$ cat config.mk
export PLATFORM = sky130hd
export DESIGN_NAME = wnd_ptr_ctrl
export DESIGN_NICKNAME = d
export VERILOG_FILES = /design/src/rtl/wnd_pkg.sv /design/src/rtl/wnd_step.sv /design/src/rtl/psw_pack.sv /design/src/rtl/wnd_ptr_ctrl.sv
export SDC_FILE = /design/constraint.sdc
export NUM_CORES = 1
export LEC_CHECK = 0
export BUFFER_PORTS_ARGS = -buffer_cell sky130_fd_sc_hd__buf_4
export CAP_MARGIN = 40
export CORE_MARGIN = 4
export CORE_UTILIZATION = 50
export CTS_CLUSTER_DIAMETER = 100
export DETAILED_ROUTE_END_ITERATION = 8
export PLACE_DENSITY = 0.84
export SYNTH_ARGS = -nofsm -noshare
export SYNTH_HDL_FRONTEND = slang
export SYNTH_SLANG_ARGS = --single-unit
$ cat constraint.sdc
create_clock -name clk -period 6.8 [get_ports clk]
set_clock_uncertainty 0.15 [all_clocks]
set_input_delay 1.36 -clock clk [delete_from_list [all_inputs] [get_ports clk]]
set_output_delay 1.36 -clock clk [all_outputs]
set_load 0.005 [all_outputs]
$ cat src/rtl/wnd_pkg.sv
package wnd_pkg;
  // status word field positions (read and write share them)
  localparam int POS_ICC = 20;
  localparam int POS_EF  = 12;
  localparam int POS_PIL = 8;
  localparam int POS_S   = 7;
  localparam int POS_PS  = 6;
  localparam int POS_ET  = 5;
  localparam int CWP_FW  = 5;

  typedef struct packed {
    logic [3:0]        icc;
    logic              ef;
    logic [3:0]        pil;
    logic              s;
    logic              ps;
    logic              et;
    logic [CWP_FW-1:0] cwp;
  } psw_t;

  typedef enum logic [2:0] {
    OP_NONE, OP_RETT, OP_WPSR, OP_SAVE, OP_RESTORE
  } wop_e;
endpackage

$ cat src/rtl/wnd_step.sv
module wnd_step #(
  parameter int   NWIN = 8,
  parameter logic UP   = 1'b1
) (
  input  logic [$clog2(NWIN)-1:0] cur,
  input  logic [NWIN-1:0]         mask,
  output logic [$clog2(NWIN)-1:0] nxt,
  output logic                    hit
);
  localparam int IW = $clog2(NWIN);
  localparam logic [IW-1:0] LAST = IW'(NWIN - 1);

  generate
    if (UP) begin : g_up
      assign nxt = (cur == LAST) ? '0 : cur + 1'b1;
    end else begin : g_down
      assign nxt = (cur == '0) ? LAST : cur - 1'b1;
    end
  endgenerate

  assign hit = mask[nxt];

  always_comb begin
    p_step_range_r2: assert (int'(nxt) < NWIN);
  end
endmodule

$ cat src/rtl/psw_pack.sv
module psw_pack import wnd_pkg::*; #(
  parameter logic [7:0] IMPL_ID = 8'h15
) (
  input  psw_t        st,
  output logic [31:0] word
);
  always_comb begin
    word                 = '0;
    word[31:24]          = IMPL_ID;
    word[POS_ICC +: 4]   = st.icc;
    word[POS_EF]         = st.ef;
    word[POS_PIL +: 4]   = st.pil;
    word[POS_S]          = st.s;
    word[POS_PS]         = st.ps;
    word[POS_ET]         = st.et;
    word[CWP_FW-1:0]     = st.cwp;
  end
endmodule

$ cat src/rtl/wnd_ptr_ctrl.sv
module wnd_ptr_ctrl import wnd_pkg::*; #(
  parameter int         NWIN    = 8,
  parameter logic [7:0] IMPL_ID = 8'h15
) (
  input  logic            clk,
  input  logic            rst_n,
  input  logic            cmd_save,
  input  logic            cmd_restore,
  input  logic            cmd_rett,
  input  logic            cmd_wpsr,
  input  logic            cmd_rpsr,
  input  logic [31:0]     wpsr_data,
  input  logic            wim_we,
  input  logic [NWIN-1:0] wim_data,
  output logic [4:0]      cwp_o,
  output logic [NWIN-1:0] wim_o,
  output logic            trap_ovf,
  output logic            trap_unf,
  output logic            trap_ill,
  output logic [31:0]     psr_rdata,
  output logic            psr_rvalid
);
  localparam int IW = $clog2(NWIN);
  localparam logic [5:0] NW6 = 6'(NWIN);

  logic [IW-1:0]   cwp_q;
  logic [NWIN-1:0] wim_q;
  logic [3:0]      icc_q, pil_q;
  logic            ef_q, s_q, ps_q, et_q;

  logic [IW-1:0] up_nxt, dn_nxt;
  logic          up_hit, dn_hit;
  logic          wr_bad;
  wop_e          op;
  psw_t          cur_st;
  logic [31:0]   cur_word;
  logic          unused_bits;

  wnd_step #(.NWIN(NWIN), .UP(1'b1)) u_up (
    .cur(cwp_q), .mask(wim_q), .nxt(up_nxt), .hit(up_hit));
  wnd_step #(.NWIN(NWIN), .UP(1'b0)) u_dn (
    .cur(cwp_q), .mask(wim_q), .nxt(dn_nxt), .hit(dn_hit));

  assign cur_st = {icc_q, ef_q, pil_q, s_q, ps_q, et_q, CWP_FW'(cwp_q)};
  psw_pack #(.IMPL_ID(IMPL_ID)) u_pack (.st(cur_st), .word(cur_word));

  assign wr_bad      = {1'b0, wpsr_data[4:0]} >= NW6;
  assign unused_bits = ^{wpsr_data[31:24], wpsr_data[19:13]};

  always_comb begin
    if (cmd_rett)          op = OP_RETT;
    else if (cmd_wpsr)     op = OP_WPSR;
    else if (cmd_save)     op = OP_SAVE;
    else if (cmd_restore)  op = OP_RESTORE;
    else                   op = OP_NONE;
  end

  always_ff @(posedge clk) begin
    if (!rst_n) begin
      cwp_q      <= '0;
      wim_q      <= '0;
      icc_q      <= '0;
      pil_q      <= '0;
      ef_q       <= 1'b0;
      s_q        <= 1'b1;
      ps_q       <= 1'b0;
      et_q       <= 1'b0;
      trap_ovf   <= 1'b0;
      trap_unf   <= 1'b0;
      trap_ill   <= 1'b0;
      psr_rdata  <= '0;
      psr_rvalid <= 1'b0;
    end else begin
      trap_ovf   <= 1'b0;
      trap_unf   <= 1'b0;
      trap_ill   <= 1'b0;
      psr_rvalid <= cmd_rpsr;
      if (cmd_rpsr) psr_rdata <= cur_word;
      if (wim_we)   wim_q <= wim_data;
      case (op)
        OP_RETT: begin
          if (et_q)        trap_ill <= 1'b1;
          else if (up_hit) trap_unf <= 1'b1;
          else begin
            cwp_q <= up_nxt;
            et_q  <= 1'b1;
            s_q   <= ps_q;
          end
        end
        OP_WPSR: begin
          if (wr_bad) trap_ill <= 1'b1;
          else begin
            icc_q <= wpsr_data[POS_ICC +: 4];
            ef_q  <= wpsr_data[POS_EF];
            pil_q <= wpsr_data[POS_PIL +: 4];
            s_q   <= wpsr_data[POS_S];
            ps_q  <= wpsr_data[POS_PS];
            et_q  <= wpsr_data[POS_ET];
            cwp_q <= wpsr_data[IW-1:0];
          end
        end
        OP_SAVE: begin
          if (dn_hit) trap_ovf <= 1'b1;
          else        cwp_q    <= dn_nxt;
        end
        OP_RESTORE: begin
          if (up_hit) trap_unf <= 1'b1;
          else        cwp_q    <= up_nxt;
        end
        default: ;
      endcase
    end
  end

  assign cwp_o = 5'(cwp_q);
  assign wim_o = wim_q;

  // ---------------- assertions ----------------
  p_cwp_range_r2: assert property (@(posedge clk) disable iff (!rst_n)
    int'(cwp_o) < NWIN);
  p_trap_excl_r11: assert property (@(posedge clk) disable iff (!rst_n)
    $onehot0({trap_ovf, trap_unf, trap_ill}));
  p_ovf_hold_r3: assert property (@(posedge clk) disable iff (!rst_n)
    trap_ovf |-> cwp_o == $past(cwp_o));
  p_unf_hold_r5: assert property (@(posedge clk) disable iff (!rst_n)
    trap_unf |-> ($stable(cwp_o) && $stable(et_q)));
  p_ill_hold_r6: assert property (@(posedge clk) disable iff (!rst_n)
    trap_ill |-> ($stable(cwp_o) && $stable(et_q)));
  p_rett_et_r7: assert property (@(posedge clk) disable iff (!rst_n)
    cmd_rett |=> (et_q || trap_unf));
  p_save_move_r10: assert property (@(posedge clk) disable iff (!rst_n)
    (cmd_save && !cmd_rett && !cmd_wpsr) |=> (trap_ovf || cwp_o != $past(cwp_o)));
  p_read_valid_r9: assert property (@(posedge clk) disable iff (!rst_n)
    cmd_rpsr |=> psr_rvalid);
endmodule

## Yosys cells after proc, flatten, opt, wreduce, memory -nomap -nowiden

Cells that the tools add are included.

| operators by class | value |
|---|---|
| add/subtract/negate cells | 2 |
| $lt $le $gt $ge | 3 |
| equality and inequality tests | 9 |
| muxes and demuxes | 30 |
| bitwise operators | 1 |
| reduce and logical (&&, ||, !) cells | 8 |

Operator list:

| kind | count |
|---|---|
| 3-bit 2-to-1 mux | 10 |
| 1-bit 2-to-1 mux | 13 |
| 3-bit one-hot mux with 4 select lines | 1 |
| 3-bit by 4-bit less-than comparator with 1-bit output, second input constant | 2 |
| 2-bit != test, second input constant | 4 |
| 1-bit one-hot mux with 2 select lines | 4 |
| 4-bit AND reduction | 2 |
| 1-bit binary-select mux with 3-bit select | 2 |
| 3-bit by 2-bit == test with 1-bit output, second input constant | 2 |
| 3-bit == test, second input constant | 2 |
| 2-bit AND reduction | 3 |
| 5-bit by 4-bit greater-or-equal comparator with 1-bit output, second input constant | 1 |
| 4-bit nonzero test | 1 |
| 3-bit by 1-bit adder with 3-bit output, second input constant | 1 |
| 3-bit by 1-bit == test with 1-bit output, second input constant | 1 |
| 3-bit zero test | 1 |
| 3-bit by 1-bit subtractor with 3-bit output, second input constant | 1 |
| 2-bit nonzero test | 1 |
| 1-bit NOT | 1 |

| word-level totals | value |
|---|---|
| register bits | 43 |
| input port bits | 48 |

## Longest topological paths before layout

Gate-level depths: netlist (run 1).

| logic depth | value |
|---|---|
| depth in word-level cells | 7 |
| depth in mapped cells | 8 |

## Modules after synthesis

From an unflattened synthesis (run 1), not the netlist that was laid out.

| unflattened totals | value |
|---|---|
| cells, all modules | 289 |
| area, all modules | 2,851.5 um^2 |

Modules (own cells, without submodules):

| module | instances | cells each | area an instance (um^2) | seq. area each (um^2) |
|---|---|---|---|---|
| wnd_ptr_ctrl | 1 | 233 | 2,386.0 | 1,181.1 |
| psw_pack | 1 | 34 | 247.7 | 0.0 |
| wnd_step at u_dn | 1 | 16 | 125.1 | 0.0 |
| wnd_step at u_up | 1 | 6 | 92.6 | 0.0 |

## Least setup slack after synthesis (run 1)

OpenSTA, ideal clock, no wires.

| timing path | value |
|---|---|
| kind | input-to-reg |
| from | in cmd_wpsr |
| to | reg cwp_q[0] |
| setup time | 0.072 ns |
| arrival | 2.698 ns |
| required time | 6.578 ns |
| setup slack | 3.880 ns |
| cell stages on the path | 5 |
| buffers on the path | 1 |
| cells stage by stage | clkbuf_1 nand2b_1 nor3b_1 a222oi_1 mux2i_1 |

| between the ends | value |
|---|---|
| longest elaborated chain between the ends | 5 |
| elaborated cells on any way between the ends | 12 |
| classes of those cells | eq/ne: 7; mux: 3; reduce/logical: 2 |

Ends and longest elaborated chain:

| item | RTL line | RTL |
|---|---|---|
| start: declaration | wnd_ptr_ctrl.sv:10 | `input logic cmd_wpsr,` |
| 3-bit 2-to-1 mux (*) | wnd_ptr_ctrl.sv:52 | `else if (cmd_wpsr) op = OP_WPSR;` |
| 3-bit 2-to-1 mux (*) | wnd_ptr_ctrl.sv:51 | `if (cmd_rett) op = OP_RETT;` |
| 3-bit == test, or another cell as far along | wnd_ptr_ctrl.sv:80 | `case (op)` |
| 4-bit nonzero test (no line) / 2-bit != test (equally long branches) | n/a |  |
| 4-bit AND reduction (no line) | n/a |  |
| end signal: assignment | wnd_ptr_ctrl.sv:85 | `cwp_q <= up_nxt;` |
| end signal: assignment | wnd_ptr_ctrl.sv:99 | `cwp_q <= wpsr_data[IW-1:0];` |
| end signal: assignment | wnd_ptr_ctrl.sv:104 | `else cwp_q <= dn_nxt;` |
| end: declaration | wnd_ptr_ctrl.sv:26 | `logic [IW-1:0] cwp_q;` |

Every way passes the cells marked *; elsewhere a longest branch is shown, timed or not.
A chain may end at the register's enable or synchronous reset.

## Final worst setup path (run 1)

| timing path | value |
|---|---|
| from | reg cwp_q[0] |
| to | reg cwp_q[2] |

| between the ends | value |
|---|---|
| longest elaborated chain between the ends | 7 |
| elaborated cells on any way between the ends | 16 |
| classes of those cells | add/sub: 2; eq/ne: 2; mux: 10; reduce/logical: 2 |

Ends and longest elaborated chain:

| item | RTL line | RTL |
|---|---|---|
| 3-bit by 1-bit adder with 3-bit output / 3-bit == test (equally long branches) | wnd_step.sv:15 | `assign nxt = (cur == LAST) ? '0 : cur + 1'b1;` |
| 3-bit 2-to-1 mux | wnd_step.sv:15 |  |
| 1-bit binary-select mux with 3-bit select | wnd_step.sv:21 | `assign hit = mask[nxt];` |
| 1-bit 2-to-1 mux (not written as such) | wnd_step.sv:21 |  |
| 3-bit 2-to-1 mux | wnd_ptr_ctrl.sv:83, wnd_ptr_ctrl.sv:107 |  |
| 3-bit 2-to-1 mux | wnd_ptr_ctrl.sv:82 | `if (et_q) trap_ill <= 1'b1;` |
| 3-bit one-hot mux with 4 select lines | wnd_ptr_ctrl.sv:80 |  |

Parallel ways exist; a longest one is shown, timed or not. The select of a mux whose other input is x is not followed.

==> flow_metrics.py, run 1 <==
metrics = {
    "status": {
        "outcome": "finished, final reports clean",
    },
    "detailed_routing": {
        "drtIter0Drc": 141,
        "antenna_left": 0,
        "routed_via_density": 5.08,
        "firstDrtPassIters": 4,
        "top_layer_used": "met4",
        "drc": 0,
        "dr_wl_met3_um": 454,
        "via_count": 1707,
        "wl_per_cell_um": 13.2,
        "totalWireLength_um": 4440,
        "routed-wl-met2_um": 2240,
        "wl_met1_um": 1700,
    },
    "logic_synthesis": {
        "synthArstFlopShare_pct": 0,
        "synth.largest_area_cell": "dfxtp_1",
        "synth_fa_ha_area_share_pct": 2.34,
        "yosys_most_used_dff": "dfxtp_1",
        "yosysWarnings": 0,
        "synth.most_common_cell": "dfxtp_1",
        "synth.distinct_cells": 36,
        "ys_seq_area_share_pct": 40.2,
        "synthCells": 231,
        "avgSynthCellArea_sq_um": 9.26,
        "synth_top_family_by_area": "simple AND/OR/NAND/NOR gates",
        "synth_xor_area_share_pct": 0,
        "synth_compound_area_share_pct": 14.8,
        "synth_top_area_share_pct": 40.2,
        "yosys.area_share.simple_pct": 17.0,
        "synthMuxAreaShare_pct": 14.3,
        "yosys-top-cells-area": "dfxtp_1 (40%), mux2i_1 (12%), nor2b_1 (7.9%), buf_4 (7.4%), nand2_1 (5.3%)",
        "synth_edf_count": 0,
        "ys_ff_latch": 43,
        "syn_area_sq_mm": 0.00214,
        "ys_top_cells_by_count": "dfxtp_1 (43), nand2_1 (30), nor2b_1 (27)",
    },
    "clock_tree": {
        "cts_resized": 0,
        "cts_setup_buffers": 0,
        "htreeDepth": 2,
        "ctsRootBufferMaster": "clkbuf_8",
        "clkLatencyLatePin_ns": 0.29,
        "cts-buffers-inserted": 5,
        "ctsHoldBuffers": 0,
        "cts.clk_slew.worst_paths_ns": 0.08,
        "clock-sinks": 43,
        "cts_tree": "built",
        "clockBufferDepth": 2,
    },
    "power": {
        "power_frac_seq_pct": 39.9,
        "total_power_mw": 0.767,
        "peakVddDrop_mv": 0.157,
        "p_leak_nw": 1.20,
        "internal-power_mw": 0.541,
        "power_frac_comb_pct": 29.7,
        "power_density_mw_per_mm2": 286,
        "switching_power_mw": 0.226,
        "p_clk_share_pct": 30.4,
        "swShare_pct": 29.5,
    },
    "sta": {
        "post-route-min-period_ns": 2.97,
        "clock.fmax_mhz": 337,
        "final-hold-violation-count": 0,
        "drv_slew": 0,
        "timing.setup.tns_ns": 0,
        "rsz0062_at_grt": "no",
        "worst_slew_pin_slew_ns": 0.718,
        "period_share_pct": 43.7,
        "timing.slew.headroom_pct": 52.1,
        "report.final.setup_viol": 0,
    },
    "floorplanning": {
        "core_sq_mm": 0.00406,
        "rows": 23,
        "die_y_um": 73.4,
        "pin_count": 97,
        "die_w_um": 73.4,
        "start_util_pct": 52.7,
        "fp.dieArea_sq_mm": 0.00539,
    },
    "worst_setup_path": {
        "r2r_slack_ns": 3.83,
        "max_stage_delay_ns": 0.59,
        "cp_common_cell": "ha_1",
        "crit_chain": "ha_1, ha_1, nor2_1, a2111oi_1, o41ai_1, a222oi_1, mux2i_1",
        "required_ns": 6.87,
        "critical_path_buf_inv_count": 0,
        "crit_path_start_kind": "flip-flop",
        "path_class": "flip-flop to flip-flop",
        "crit_path_end_kind": "flip-flop",
        "critical_path.top_delay_family": "compound AO/OA/AOI/OAI gates",
        "cp_max_fo": 12,
        "slowest_stage": "a222oi_1",
        "crit_arrival_ns": 3.04,
    },
    "cells_and_area": {
        "n_antenna_cell": 0,
        "fill_cells": 360,
        "layout-drive-gt1-share_pct": 26.6,
        "area_growth_pct": 25.1,
        "fin_nets": 337,
        "final_util_pct": 66.0,
    },
    "worst_hold_path": {
        "worstHoldPathType": "flip-flop to flip-flop",
    },
    "placement": {
        "place.gp.congestion": 0.823,
        "post-dp-hpwl_um": 3380,
        "port_buffers": 65,
    },
    "global_routing": {
        "grt_pass1_wl_um": 7410,
        "grt_max_degree": 47,
        "antenna_found_initial": 0,
        "first_global_vias": 1633,
        "grt.overflow.total": 0,
        "grt_usage_pct": 17.5,
    },
    "flow_run": {
        "maxCapViolations": 0,
    },
}
==> flip-flops by register name (all words and copies together) (netlist names) <==
| name | count |
|---|---|
| cwp_q | 3 |
| ef_q | 1 |
| et_q | 1 |
| icc_q | 4 |
| pil_q | 4 |
| ps_q | 1 |
| psr_rdata | 16 |
| psr_rvalid | 1 |
| s_q | 1 |
| trap_ill | 1 |
| trap_ovf | 1 |
| trap_unf | 1 |
| wim_o | 8 |
==> power groups by stage <==
| stage | sequential (mW) | clock, mW | combinational, mW |
|---|---|---|---|
| 6_report | 0.306 | 0.233 | 0.227 |
| 5_1_grt | 0.312 | 0.249 | 0.260 |
| 4_1_cts | 0.306 | 0.239 | 0.229 |
| 3_5_place_dp | 0.312 | 0 | 0.228 |
| 3_3_place_gp | 0.312 | 0 | 0.223 |
| 2_1_floorplan | 0.301 | 0 | 0.184 |
==> worst reg2reg max path, cell delays in order (launching register included) <==
cell       delay [ns]
dfxtp_1          0.57
ha_1             0.22
ha_1             0.26
nor2_1           0.11
a2111oi_1        0.57
o41ai_1          0.19
a222oi_1         0.59
mux2i_1          0.25
==> cell families (layout without fill, tap and decap cells) <==
group	Yosys count	in the layout
AO/OA/AOI/OAI	42	42
buffers and inverters	41	81
adder cells (fa/ha/maj)	4	4
AND/OR/NAND/NOR	72	72
flip-flops	43	43
multiplexers	28	28
other	1	16
==> worst paths after layout <==
check                              from                    end  depth (start not counted)
hold / removal    pil_q[3]$_SDFFE_PN0P_  pil_q[3]$_SDFFE_PN0P_                          2
hold reg to reg   pil_q[3]$_SDFFE_PN0P_  pil_q[3]$_SDFFE_PN0P_                          2
setup / recovery  cwp_q[0]$_SDFFE_PN0P_  cwp_q[2]$_SDFFE_PN0P_                          7
setup reg to reg  cwp_q[0]$_SDFFE_PN0P_  cwp_q[2]$_SDFFE_PN0P_                          7
==> placed cells by master, fill, tap and decap left out, types with 2 or more instances in the layout <==
| master | netlist | layout |
|---|---|---|
| a2111oi_1 | 4 | 4 |
| a21boi_1 | 10 | 10 |
| a21oi_1 | 3 | 3 |
| a2bb2oi_1 | 2 | 2 |
| and2_1 | 2 | 2 |
| buf_4 | 21 | 66 |
| bufinv_16 | 0 | 2 |
| clkbuf_8 | 0 | 5 |
| conb_1 | 1 | 16 |
| dfxtp_1 | 43 | 43 |
| ha_1 | 4 | 4 |
| inv_1 | 7 | 7 |
| mux2i_1 | 26 | 26 |
| mux4_2 | 2 | 2 |
| nand2_1 | 30 | 30 |
| nor2_1 | 5 | 5 |
| nor2b_1 | 27 | 27 |
| nor3_1 | 3 | 3 |
| nor3b_1 | 2 | 2 |
| o21a_1 | 5 | 5 |
| o21ai_0 | 3 | 3 |
| o21ai_1 | 2 | 2 |
| o22ai_1 | 2 | 2 |
| o41ai_1 | 2 | 2 |
==> final cells by class <==
cell class	instances	area [sq um]	share of cell area (%)
timing repair buffer	66	495	18.5
inverter	7	26.3	0.982
multi-input combinational	162	1090	40.9
clock buffer	5	68.8	2.57
clock inverter	3	67.6	2.52
tap	50	62.6	2.34
sequential	43	861	32.2
==> metal layers <==
metal  vias to the layer above  global-route usage [%]
met5                         -                       0
met4                         0                    5.43
met3                         6                    6.98
met1                       776                    20.8
met2                        67                    29.0
li1                        858                       -
==> through the flow <==
step	worst slack (ns)	hold WS (ns)	area, sq um	instances
floorplan	3.88	0.285	2200	246
global placement	3.78	0.292	2540	328
detailed placement	3.77	0.296	2540	328
CTS	3.83	0.308	2680	336
global route	3.47	0.319	2680	336
finish	3.83	0.306	2680	336
No activity file was read; power rests on OpenSTA's default activity.
==> run 2: changes to the inputs <==
--- a/config.mk
+++ b/config.mk
@@ -8,10 +8,10 @@
 export BUFFER_PORTS_ARGS = -buffer_cell sky130_fd_sc_hd__buf_4
 export CAP_MARGIN = 40
 export CORE_MARGIN = 4
-export CORE_UTILIZATION = 50
+export CORE_UTILIZATION = 42
 export CTS_CLUSTER_DIAMETER = 100
 export DETAILED_ROUTE_END_ITERATION = 8
-export PLACE_DENSITY = 0.84
+export PLACE_DENSITY = 0.76
 export SYNTH_ARGS = -nofsm -noshare
 export SYNTH_HDL_FRONTEND = slang
 export SYNTH_SLANG_ARGS = --single-unit
==> constraint.sdc (replaced) <==
create_clock -name clk -period 2.7 [get_ports clk]
set_clock_uncertainty 0.15 [all_clocks]
set_input_delay 0.54 -clock clk [delete_from_list [all_inputs] [get_ports clk]]
set_output_delay 0.54 -clock clk [all_outputs]
set_load 0.005 [all_outputs]
==> run 2 against run 1 <==
Effect of this change:
- first-iteration DRC count shrank 45%
- clock-buffer cell count is the same
- register-to-register slack lost 3.6 ns
- critical path depth grew 2
- via count is essentially flat
- clock power grew 120%
- routed wire length grew 6.3%
- flip-flop and latch count is the same
- final area grew 1.9%
- power grew to 2.5 times the previous value
- cell count grew 6.3%
- critical endpoint is now cwp_q[0]$_SDFFE_PN0P_
- largest power group unchanged
- highest routed layer unchanged
==> flow_metrics.py, run 2 (synthesis gave the netlist of run 1 again) <==
metrics = {
    "status": {
        "outcome": "finished, final reports clean",
    },
    "global_routing": {
        "grt.overflow.total": 0,
        "grt_max_degree": 47,
        "grt_usage_pct": 15.0,
        "first_global_vias": 1587,
        "grt_pass1_wl_um": 7470,
        "antenna_found_initial": 0,
    },
    "power": {
        "peakVddDrop_mv": 0.381,
        "total_power_mw": 1.95,
        "power_density_mw_per_mm2": 714,
        "power_frac_comb_pct": 35.7,
        "internal-power_mw": 1.32,
        "p_clk_share_pct": 26.1,
        "p_leak_nw": 1.22,
        "switching_power_mw": 0.626,
        "power_frac_seq_pct": 38.3,
        "swShare_pct": 32.2,
    },
    "sta": {
        "final-hold-violation-count": 0,
        "clock.fmax_mhz": 399,
        "period_share_pct": 92.9,
        "rsz0062_at_grt": "no",
        "drv_slew": 0,
        "post-route-min-period_ns": 2.51,
        "timing.setup.tns_ns": 0,
        "report.final.setup_viol": 0,
    },
    "cells_and_area": {
        "post-route-cell-area_sq_mm": 0.00273,
        "n_antenna_cell": 0,
        "fin_nets": 341,
        "area_growth_pct": 27.5,
        "largest_reg_flops": 16,
        "fill_cells": 458,
        "stdcell_count": 357,
        "layout_commonest_cell": "buf_4",
        "final_util_pct": 56.6,
        "largest-register": "psr_rdata",
        "layout_common_cells": "buf_4 (70), dfxtp_1 (43), nand2_1 (30)",
        "layout-drive-gt1-share_pct": 29.3,
    },
    "floorplanning": {
        "start_util_pct": 44.4,
        "die_w_um": 79.4,
        "rows": 25,
        "core_sq_mm": 0.00482,
        "pin_count": 97,
        "fp.dieArea_sq_mm": 0.00630,
        "die_y_um": 79.4,
    },
    "worst_setup_path": {
        "slowest_stage": "a2111oi_2",
        "r2r_slack_ns": 0.19,
        "worstReg2RegStart": "cwp_q[0]$_SDFFE_PN0P_",
        "crit_path_start_kind": "flip-flop",
        "cp_max_fo": 7,
        "path_class": "flip-flop to flip-flop",
        "r2r_end": "cwp_q[0]$_SDFFE_PN0P_",
        "required_ns": 2.77,
        "crit_path_end_kind": "flip-flop",
        "max_stage_delay_ns": 0.39,
        "crit_arrival_ns": 2.58,
        "worstRegToRegCells": 9,
        "crit_chain": "buf_4, inv_1, ha_1, inv_1, a2111oi_2, o41ai_1, a222oi_1, buf_4, mux2i_1",
    },
    "worst_hold_path": {
        "whs_endpoint": "pil_q[3]$_SDFFE_PN0P_",
        "hold_path_depth": 2,
        "worstHoldPathType": "flip-flop to flip-flop",
        "hp-start": "pil_q[3]$_SDFFE_PN0P_",
    },
    "detailed_routing": {
        "drtIter0Drc": 77,
        "routed_via_density": 4.78,
        "drc": 0,
        "wl_per_cell_um": 13.2,
        "firstDrtPassIters": 4,
        "antenna_left": 0,
        "totalWireLength_um": 4720,
        "via_count": 1706,
    },
    "clock_tree": {
        "clkLatencyLatePin_ns": 0.29,
        "cts.clk_slew.worst_paths_ns": 0.09,
        "ctsHoldBuffers": 0,
        "clockBufferDepth": 2,
        "clock-sinks": 43,
        "cts_tree": "built",
        "cts-buffers-inserted": 5,
        "ctsRootBufferMaster": "clkbuf_8",
        "htreeDepth": 2,
    },
    "placement": {
        "place_area_sq_mm": 0.00259,
        "post-place-cells": 349,
        "post-dp-hpwl_um": 3500,
        "port_buffers": 65,
        "place.gp.congestion": 0.809,
    },
    "flow_run": {
        "maxCapViolations": 0,
    },
}
-- run 2: cell types whose count changed in the layout (fill, tap and decap cells not counted), sizes merged --
cell      before  now
clkinv         0    2
bufinv         2    1
buf           66   70
clkinvlp       1    0
-- run 2: layout make-up --
class,instances,area [sq um],area share [%]
timing repair buffer,70,526,19.3
clock inverter,3,43.8,1.61
multi-input combinational,162,1120,41.0
inverter,7,26.3,0.963
sequential,43,861,31.6
clock buffer,5,68.8,2.52
tap,67,83.8,3.07
-- run 2: power groups by stage --
stage	registers, mW	logic (mW)	clock network (mW)
2_1_floorplan	0.759	0.464	0
3_3_place_gp	0.758	0.635	0
3_5_place_dp	0.761	0.647	0
4_1_cts	0.746	0.653	0.519
5_1_grt	0.753	0.772	0.556
6_report	0.746	0.695	0.508
-- run 2: routing by layer --
metal / routed length (um) / global-route usage, %
met5: 0 / 0
met4: 55 / 3.09
met3: 428 / 6.88
met2: 2250 / 25.2
met1: 1990 / 17.7
-- run 2: timing repair --
item                                    CTS  global route
gates resized for setup                   0             5
endpoints found under the setup margin    0             3
buffers inserted                          0             0
-- run 2: per-stage QoR --
| stage | setup WS [ns] | hold WS [ns] |
|---|---|---|
| 2_1_floorplan | 0.210 | 0.285 |
| 3_3_place_gp | 0.197 | 0.292 |
| 3_5_place_dp | 0.127 | 0.297 |
| 4_1_cts | 0.105 | 0.309 |
| 5_1_grt | 0.00126 | 0.312 |
| 6_report | 0.192 | 0.309 |
-- run 2: worst max-delay path, delay by kind of cell (launching register included) --
kind                     cells  cell delay, ns
AO/OA/AOI/OAI                3            0.78
adder cells (fa/ha/maj)      1            0.38
buffers and inverters        4            0.59
flip-flops                   1            0.35
multiplexers                 1            0.19
-- run 2: worst max-delay path by stage --
| stage | start | slack (ns) | endpoint |
|---|---|---|---|
| floorplan | cwp_q[0]$_SDFFE_PN0P_ | 0.21 | cwp_q[0]$_SDFFE_PN0P_ |
| global placement | cwp_q[0]$_SDFFE_PN0P_ | 0.20 | cwp_q[1]$_SDFFE_PN0P_ |
| detailed placement | cwp_q[1]$_SDFFE_PN0P_ | 0.13 | cwp_q[1]$_SDFFE_PN0P_ |
| CTS | cwp_q[1]$_SDFFE_PN0P_ | 0.11 | cwp_q[0]$_SDFFE_PN0P_ |
| global route | cwp_q[1]$_SDFFE_PN0P_ | 0.001 | cwp_q[1]$_SDFFE_PN0P_ |
| finish | cwp_q[0]$_SDFFE_PN0P_ | 0.19 | cwp_q[0]$_SDFFE_PN0P_ |
